==> src/rtl/ds_rx_pkg.sv <==
package ds_rx_pkg;
  localparam int unsigned DS_SYNC_STAGES = 2;
  localparam int unsigned DS_SHIFT_W     = 8;

  typedef struct packed {
    logic d;
    logic s;
  } ds_pair_t;
endpackage

==> src/rtl/ds_sync.sv <==
module ds_sync #(
  parameter int unsigned STAGES = 2,
  parameter int unsigned W      = 2
) (
  input  logic         clk,
  input  logic         rst_n,
  input  logic [W-1:0] din,
  output logic [W-1:0] dout
);
  logic [W-1:0] stg [STAGES];

  genvar g;
  generate
    for (g = 0; g < STAGES; g++) begin : g_stage
      logic [W-1:0] stg_n;
      if (g == 0) begin : g_first
        always_comb stg_n = din;
      end else begin : g_rest
        always_comb stg_n = stg[g-1];
      end
      always_ff @(posedge clk or negedge rst_n) begin
        if (!rst_n) stg[g] <= '0;
        else        stg[g] <= stg_n;
      end
    end
  endgenerate

  assign dout = stg[STAGES-1];
endmodule

==> src/rtl/ds_edge_det.sv <==
module ds_edge_det
  import ds_rx_pkg::*;
(
  input  logic     clk,
  input  logic     rst_n,
  input  ds_pair_t ln,
  output logic     bit_o,
  output logic     bit_vld_o,
  output logic     err_o
);
  logic d_q, s_q, bit_q, vld_q, err_q;
  logic d_chg, s_chg, vld_n, err_n, bit_n;

  // next-state
  always_comb begin
    d_chg = ln.d ^ d_q;
    s_chg = ln.s ^ s_q;
    vld_n = d_chg ^ s_chg;   // exactly one wire moved: XOR clock edge
    err_n = d_chg & s_chg;   // both moved: protocol violation
    bit_n = vld_n ? ln.d : bit_q;
  end

  // registers
  always_ff @(posedge clk or negedge rst_n) begin
    if (!rst_n) begin
      d_q   <= 1'b0;
      s_q   <= 1'b0;
      bit_q <= 1'b0;
      vld_q <= 1'b0;
      err_q <= 1'b0;
    end else begin
      d_q   <= ln.d;
      s_q   <= ln.s;
      bit_q <= bit_n;
      vld_q <= vld_n;
      err_q <= err_n;
    end
  end

  assign bit_o     = bit_q;
  assign bit_vld_o = vld_q;
  assign err_o     = err_q;

  AST_VLD_ERR_EXCL: assert property (@(posedge clk) disable iff (!rst_n)
    !(vld_q && err_q));

  AST_VLD_FROM_XOR: assert property (@(posedge clk) disable iff (!rst_n)
    vld_q |-> $past((ln.d ^ ln.s) != (d_q ^ s_q)));
endmodule

==> src/rtl/ds_deser.sv <==
module ds_deser #(
  parameter int unsigned W = 8
) (
  input  logic         clk,
  input  logic         rst_n,
  input  logic         bit_i,
  input  logic         vld_i,
  output logic [W-1:0] shift_o,
  output logic         rdy_o
);
  localparam int unsigned CNT_W = (W > 1) ? $clog2(W) : 1;
  localparam logic [CNT_W-1:0] LAST = CNT_W'(W - 1);

  logic [W-1:0]     sh_q, sh_n;
  logic [CNT_W-1:0] cnt_q, cnt_n;
  logic             rdy_q, rdy_n;

  // next-state
  always_comb begin
    sh_n  = sh_q;
    cnt_n = cnt_q;
    rdy_n = 1'b0;
    if (vld_i) begin
      if (W > 1) sh_n = {sh_q[W-2:0], bit_i};
      else       sh_n = bit_i;
      if (cnt_q == LAST) begin
        cnt_n = '0;
        rdy_n = 1'b1;
      end else begin
        cnt_n = cnt_q + 1'b1;
      end
    end
  end

  // registers
  always_ff @(posedge clk or negedge rst_n) begin
    if (!rst_n) begin
      sh_q  <= '0;
      cnt_q <= '0;
      rdy_q <= 1'b0;
    end else begin
      sh_q  <= sh_n;
      cnt_q <= cnt_n;
      rdy_q <= rdy_n;
    end
  end

  assign shift_o = sh_q;
  assign rdy_o   = rdy_q;

  AST_RDY_AFTER_BIT: assert property (@(posedge clk) disable iff (!rst_n)
    rdy_q |-> $past(vld_i));

  AST_RDY_NO_REPEAT: assert property (@(posedge clk) disable iff (!rst_n)
    rdy_q |=> !rdy_q);

  AST_NEWEST_BIT: assert property (@(posedge clk) disable iff (!rst_n)
    $past(vld_i) |-> (sh_q[0] == $past(bit_i)));
endmodule

==> src/rtl/ds_link_rx.sv <==
module ds_link_rx
  import ds_rx_pkg::*;
#(
  parameter int unsigned SYNC_STAGES = DS_SYNC_STAGES,
  parameter int unsigned SHIFT_W     = DS_SHIFT_W
) (
  input  logic               clk,
  input  logic               rst_n,
  input  logic               link_d,
  input  logic               link_s,
  output logic               rx_bit,
  output logic               rx_bit_vld,
  output logic [SHIFT_W-1:0] rx_shift,
  output logic               rx_byte_rdy,
  output logic               line_err
);
  // reset: asserted asynchronously, released on the clock
  logic [1:0] rst_ff;
  logic       rst_i;

  always_ff @(posedge clk or negedge rst_n) begin
    if (!rst_n) rst_ff <= 2'b00;
    else        rst_ff <= {rst_ff[0], 1'b1};
  end
  assign rst_i = rst_ff[1];

  logic [1:0] raw_pair, sync_pair;
  ds_pair_t   ln;
  logic       bit_w, vld_w;

  assign raw_pair = {link_d, link_s};

  ds_sync #(.STAGES(SYNC_STAGES), .W(2)) i_sync (
    .clk  (clk),
    .rst_n(rst_i),
    .din  (raw_pair),
    .dout (sync_pair)
  );

  assign ln = ds_pair_t'(sync_pair);

  ds_edge_det i_edge (
    .clk      (clk),
    .rst_n    (rst_i),
    .ln       (ln),
    .bit_o    (bit_w),
    .bit_vld_o(vld_w),
    .err_o    (line_err)
  );

  ds_deser #(.W(SHIFT_W)) i_deser (
    .clk    (clk),
    .rst_n  (rst_i),
    .bit_i  (bit_w),
    .vld_i  (vld_w),
    .shift_o(rx_shift),
    .rdy_o  (rx_byte_rdy)
  );

  assign rx_bit     = bit_w;
  assign rx_bit_vld = vld_w;

  AST_ERR_NO_SHIFT: assert property (@(posedge clk) disable iff (!rst_i)
    line_err |=> $stable(rx_shift));

  AST_RST_QUIET: assert property (@(posedge clk)
    !rst_i |-> (!rx_bit_vld && !rx_byte_rdy && !line_err));
endmodule

==> config.mk <==
export PLATFORM = sky130hd
export DESIGN_NAME = ds_link_rx
export DESIGN_NICKNAME = d
export VERILOG_FILES = /design/src/rtl/ds_rx_pkg.sv /design/src/rtl/ds_sync.sv /design/src/rtl/ds_edge_det.sv /design/src/rtl/ds_deser.sv /design/src/rtl/ds_link_rx.sv
export SDC_FILE = /design/constraint.sdc
export NUM_CORES = 1
export LEC_CHECK = 0
export ABC_CLOCK_PERIOD_IN_PS = 1000
export BUFFER_PORTS_ARGS = -buffer_cell sky130_fd_sc_hd__buf_2
export CAP_MARGIN = 20
export CORE_MARGIN = 4
export CORE_UTILIZATION = 30
export CTS_CLUSTER_DIAMETER = 30
export DETAILED_ROUTE_END_ITERATION = 8
export HOLD_SLACK_MARGIN = 0.02
export MAX_ROUTING_LAYER = met4
export SYNTH_ARGS = -nofsm -noshare
export SYNTH_HDL_FRONTEND = slang
export SYNTH_SLANG_ARGS = --single-unit
==> constraint.sdc <==
create_clock -name clk -period 1 [get_ports clk]
set_clock_uncertainty 0.1 [all_clocks]
set_input_delay 0.15 -clock clk [delete_from_list [all_inputs] [get_ports clk]]
set_output_delay 0.15 -clock clk [all_outputs]
set_load 0.02 [all_outputs]
==> results of run 1 <==
[Yosys cell counts]
master and number:
and2_2 1, buf_6 1, conb_1 1, dfrtp_1 23
ha_1 3, mux2_2 3, mux2_4 9, nor2_1 1
xor2_1 2
[area by class of cell]
| class | count | share of cell area, % |
|---|---|---|
| well taps | 30 | 2.973 |
| multi-input cells | 20 | 21.90 |
| flip-flops and latches | 23 | 45.89 |
| clock buffers | 3 | 1.784 |
| clock inverters | 1 | 0.5946 |
| repair buffers | 34 | 26.86 |
[power groups by stage]
stage | logic [µW] | clock network (µW) | registers, µW
6_report | 1850 | 434 | 1440
5_1_grt | 1970 | 506 | 1480
4_1_cts | 1810 | 460 | 1440
3_5_place_dp | 1170 | 0 | 1490
3_3_place_gp | 1140 | 0 | 1480
2_1_floorplan | 643 | 0 | 1680
[routing by layer]
metal	vias up	GRT usage, %	wire length (µm)
li1	221	-	-
met3	0	4.468	102
met1	226	10.59	580
met2	16	14.97	666
met4	0	1.858	0
met5	-	-	0
[registers in the layout (all words and copies together), names as in the netlist]
signal and cells:
i_sync.dout 2, i_sync.g_stage.stg_n 2, i_edge.bit_o 1, i_deser.rdy_o 1
i_edge.err_o 1, i_edge.d_q 1, i_edge.bit_vld_o 1, i_edge.s_q 1
rst_ff 2, i_deser.shift_o 8, i_deser.cnt_q 3
[cell families after synthesis]
group | synth area share, %
flip-flops | 69.70
adder cells (fa/ha/maj) | 4.546
other | 0.4541
AND/OR/NAND/NOR | 1.364
buffers and inverters | 1.364
XOR/XNOR | 2.122
multiplexers | 20.45
[final timing paths]
check	from	end	slack, ns	depth (start not counted)
worst max-delay path	i_edge.s_q$_DFF_PN0_	i_edge.bit_o$_DFFE_PN0P_	-0.40	3
worst min-delay path	rst_ff[1]$_DFF_PN0_	i_deser.shift_o[0]$_DFFE_PN0P_	0.12	1
worst max register to register	i_edge.s_q$_DFF_PN0_	i_edge.bit_o$_DFFE_PN0P_	-0.40	3
worst min register to register	rst_ff[1]$_DFF_PN0_	i_deser.shift_o[0]$_DFFE_PN0P_	0.12	1
max in group asynchronous	rst_n	rst_ff[1]$_DFF_PN0_	0.12	3
min in group clk	i_sync.g_stage[1].stg_n[0]$_DFF_PN0_	i_sync.dout[0]$_DFF_PN0_	0.27	0
[timing repair]
action                                  in CTS  in global routing
gates resized for setup                     28                  2
setup buffers                               10                  1
pin swaps                                    1                  1
gates cloned                                 1                  0
hold buffers                                 4                  0
endpoints found under the setup margin      26                 26
endpoints found under the hold margin        4                  0
[stage by stage]
stage,power (µW),hold WS (ns),worst slack (ns)
2_1_floorplan,2323,-0.2456,-0.3310
3_3_place_gp,2627,-0.1645,-0.3447
3_5_place_dp,2658,-0.1624,-0.3836
4_1_cts,3709,0.1327,-0.4068
5_1_grt,3957,0.1492,-0.4344
6_report,3722,0.1152,-0.3950
==> results by group, run 1 <==
Worst setup path
  • CP peak stage delay: roughly 0.40 ns
  • Crit-path cells: xor2_1, ha_1, mux2_4
  • Worst Path Max Fanout: 2
  • Slowest CP cell: dfrtp_1
  • CP endpoint kind: flip-flop
  • WP data arrival: around 1.5 ns
  • Buffers and inverters on the worst path: 0
  • Crit Path Category: flip-flop to flip-flop
  • CP delay by family, top: flip-flops
  • CP required: 1.11 ns
  • Startpoint Class: flip-flop

Final layout
  • FILL cells: 219
  • Final core utilization: 49.61%
  • Multi-input gate area: between 200 and 300 µm²
  • Most frequent cells in the layout: dfrtp_1, buf_6, mux2_4, buf_4, dlygate4sd3_1
  • Non-Filler Instances: 111
  • Antenna diodes: 0
  • Reg area: 579.3 µm²
  • Layout area overhead: 52.88%
  • Share of layout cells above drive strength 1: between 60% and 70%
  • Design area: 0.001262 mm²
  • Commonest non-fill, non-tap cell in the layout: dfrtp_1
  • Fin nets: 89

Place
  • Placed Cells: 91
  • Number of port buffers: 15
  • DP HPWL: approximately 840 µm
  • DP Area: approximately 990 µm²
  • Final GP Congestion: between 0.6 and 0.7

Global routing
  • First-pass GRT wire length: about 2400 µm
  • Initial antenna violation count: 0
  • Vias in the first global route: 535
  • Largest net degree at the start of global routing: 22
  • GR Overflow Total: 0
  • GRT Overall Usage: about 9.3%

Floorplan
  • I/O pins: 16
  • Initial Util: roughly 32%
  • Core area: 0.002545 mm²
  • Full die area: 0.003656 mm²
  • Num rows: 18
  • Die Span Y: 60.47 µm
  • Die width: 60.47 µm

Clock network
  • Clock Path Buffers: 2
  • Count of clock tree sinks: 23
  • Total CTS buffers: 3
  • TritonCTS clock tree: done
  • Reg clk slew, reported paths: 0.13 ns
  • Htree depth: 1
  • Clock Tree Root: clkbuf_4
  • Insertion delay to the later sink of the worst-skew pair: 0.31 ns

Run status
  • Failing checks: setup timing
  • Run status: finished, violations left

Synthesis
  • Avg Inst Size Synth: roughly 19 µm²
  • Seq/Total Area, Yosys: 69.70%
  • Post-Syn Nets: 51
  • Syn Inst Count: 44
  • Synth area leaders: dfrtp_1, mux2_4, ha_1
  • Post-synth top area share: 69.70%
  • Synth unique cells: 9
  • Area leader, netlist: dfrtp_1
  • Synthesis-stage register bit count: 23
  • Synth warnings: 0
  • Synthesized cell area: a little over 800 µm²

Timing
  • Slew Viols, Final: 0
  • Min cycle time layout: 1.395 ns
  • Final hold viol count: 0
  • RSZ-0062 raised after global routing: yes
  • Max Freq: 716.8 MHz
  • # setup viols final: 26
  • Final worst path period share: 139.5%
  • Final WS setup: -0.3950 ns
  • Setup TNS: -4.229 ns

Power and ir drop
  • Leak pwr: 0.0006137 µW
  • Psw: 1146 µW
  • Sw Ratio: 30.78%
  • Clock Power Share: 11.7%
  • PwrDens: 2948 mW/mm²
  • Logic pwr share: roughly half
  • Peak supply drop: 1649 µV
  • Reg power frac: 38.7%
  • Pint: 2576 µW

Route
  • Routed vias: between 400 and 500
  • Initial drt markers: 9
  • DRC Markers: 0
  • Final Routed Wirelength: 1349 µm
  • Antenna viol nets, final: 0
  • Detailed Routing Iterations Pass 1: 2
  • Wire per inst: 12.15 µm
  • Post-DR vias/cell: 4.171

Worst hold path
  • Worst Hold Class: flip-flop to async pin

Run
  • Max-cap viol count: 0
Power figures use the tool's default switching activity.
==> inputs of run 2 (changes only) <==
- SYNTH_HIERARCHICAL: not set -> 1
==> results by group, run 2 <==
Route
  • DRC Markers: 0
  • Antenna viol nets, final: 0
  • Detailed Routing Iterations Pass 1: 3
  • Post-DR vias/cell: 4.246
  • Wire per inst: ~12 µm
  • Final Routed Wirelength: between 1000 and 1500 µm
  • Routed vias: 484
  • Initial drt markers: 2

Power and ir drop
  • Leak pwr: around 0.00061 µW
  • Final Total Pwr: 3654 µW
  • Peak supply drop: around 1900 µV
  • PwrDens: 2950 mW/mm²

Worst setup path
  • CP endpoint kind: flip-flop
  • Crit Path Category: flip-flop to flip-flop
  • WP data arrival: 1.49 ns
  • Origin of the worst setup path: i_edge/d_q$_DFF_PN0_
  • CP required: 1.10 ns
  • Reg2Reg Launch Point: i_edge/d_q$_DFF_PN0_
  • Startpoint Class: flip-flop
  • Reg-to-reg endpoint: i_edge/bit_o$_DFFE_PN0P_
  • Reg2Reg Setup Slack: -0.39 ns
  • R2R cell count: 3
  • Worst Path Max Fanout: 2

Floorplan
  • Die width: 60.59 µm
  • I/O pins: 16
  • Core area: roughly 0.0026 mm²
  • Full die area: 0.003671 mm²
  • Die Span Y: 60.59 µm
  • Num rows: 18
  • Initial Util: 32.31%

Synthesis
  • Post-synth top area share: 69.38%
  • Syn Inst Count: between 40 and 50
  • Post-Syn Nets: 51
  • Synthesized cell area: 829.5 µm²
  • Most frequent cell after synthesis: dfrtp_1
  • Most common flop cell mapped by yosys: dfrtp_1
  • Most frequent cells after synthesis: dfrtp_1, mux2_4, ha_1, mux2_2, xor2_1
  • Synth warnings: 6
  • Synth unique cells: 9
  • Synthesis-stage register bit count: 23
  • Async SR Flop Fraction: 100.0%
  • Post-synth EDFFs: 0
  • Avg Inst Size Synth: 18.85 µm²
  • Seq/Total Area, Yosys: 69.38%
  • Synth area leaders: dfrtp_1, mux2_4, ha_1
  • Area leader, netlist: dfrtp_1

Run
  • Max-cap viol count: 0

Global routing
  • Vias in the first global route: 503
  • GRT Overall Usage: under 10%
  • First-pass GRT wire length: 2228 µm
  • Largest net degree at the start of global routing: 13
  • Initial antenna violation count: 0
  • GR Overflow Total: 0

Timing
  • Setup TNS: -3.824 ns
  • Final hold viol count: 0
  • # setup viols final: 26
  • Min cycle time layout: 1.390 ns
  • Slew Viols, Final: 0
  • Final worst path period share: 139.0%
  • Final WS setup: -0.3902 ns
  • RSZ-0062 raised after global routing: yes
  • Max Freq: about 700 MHz
  • Hold_ws: 0.04044 ns

Clock network
  • Clock Path Buffers: 2
  • Htree depth: 1
  • Total CTS buffers: 3
  • TritonCTS clock tree: done
  • Insertion delay to the later sink of the worst-skew pair: about 0.30 ns
  • Clock Tree Root: clkbuf_4
  • Count of clock tree sinks: 23
  • Reg clk slew, reported paths: 0.12 ns

Final layout
  • Largest register FFs: 8
  • Layout area overhead: 49.32%
  • Antenna diodes: 0
  • Fin nets: 92
  • Most frequent cells in the layout: dfrtp_1, buf_4, buf_6
  • Commonest non-fill, non-tap cell in the layout: dfrtp_1
  • Share of layout cells above drive strength 1: 64.29%

Run status
  • Run status: finished, violations left
  • Failing checks: setup timing

Place
  • Number of port buffers: 15
  • Final GP Congestion: 0.6824
  • Setup WS pre-CTS: -0.3764 ns
  • DP HPWL: 810.6 µm

Worst hold path
  • Worst Hold Class: primary input to async pin
run 2: cell count changes in the layout (fill, tap and decap cells not counted), sizes merged:
cell / change
clkbuf: +1
clkinvlp: -1
dlygate4sd3: -1
buf: +4
run 2: final cells by class:
cell class              instances  area (µm²)
flip-flops and latches         23       579.3
clock buffers                   4       26.28
fillers                       220        1329
repair buffers                 37       330.3
well taps                      30       37.54
multi-input cells              20       265.3
run 2: cell families (layout without fill, tap and decap cells):
| group | Yosys count | count (layout) | synth area share, % |
|---|---|---|---|
| xor+xnor | 2 | 2 | 2.112 |
| fa+ha+maj | 3 | 3 | 4.525 |
| buf+inv | 1 | 41 | 1.357 |
| flops | 23 | 23 | 69.38 |
| mux | 12 | 12 | 20.81 |
| other cells | 1 | 1 | 0.4521 |
| simple gates | 2 | 2 | 1.357 |
run 2: worst max-delay path, stage by stage, from the launching register on:
cell and delay [ns]:
dfrtp_1 0.40, xor2_1 0.17, ha_1 0.33, mux2_4 0.30
run 2: through the flow:
| step | instances | utilization, % | area [µm²] |
|---|---|---|---|
| floorplan | 44 | - | 847.1 |
| detailed placement | 92 | 38.11 | 978.4 |
| global route | 114 | 48.25 | 1239 |
| finish | 114 | 48.25 | 1239 |
| CTS | 111 | 46.88 | 1204 |
| global placement | 92 | 38.11 | 978.4 |
run 2: power breakdown:
part,switching [µW],internal (µW),leakage [µW]
registers,201,1210,0.000272
clock network,262,156,0.0000150
logic,640,1180,0.000326
run 2: worst max path at each step:
stage / end / slack, ns
after floorplan: i_edge/bit_o$_DFFE_PN0P_ / -0.33
after global placement: i_edge/bit_o$_DFFE_PN0P_ / -0.34
after detailed placement: i_edge/bit_o$_DFFE_PN0P_ / -0.38
after CTS: i_edge/bit_o$_DFFE_PN0P_ / -0.39
after global routing: i_edge/bit_o$_DFFE_PN0P_ / -0.42
final: i_edge/bit_o$_DFFE_PN0P_ / -0.39
run 2: layer usage:
layer | vias up | global-route usage, % | wire [µm] | part of all wire (%)
met5 | - | - | 0 | 0
met4 | 0 | 2.786 | 12 | 0.87
met3 | 2 | 3.830 | 60 | 4.4
met2 | 11 | 14.81 | 694 | 51
met1 | 243 | 9.115 | 606 | 44
li1 | 228 | - | - | -
run 2: what timing repair did:
item                                   CTS  global route
setup endpoints to repair               26            26
hold buffers                             3             0
endpoints found under the hold margin    4             0
pin swaps                                1             0
setup buffers                           12             3
gates resized for setup                 25             4
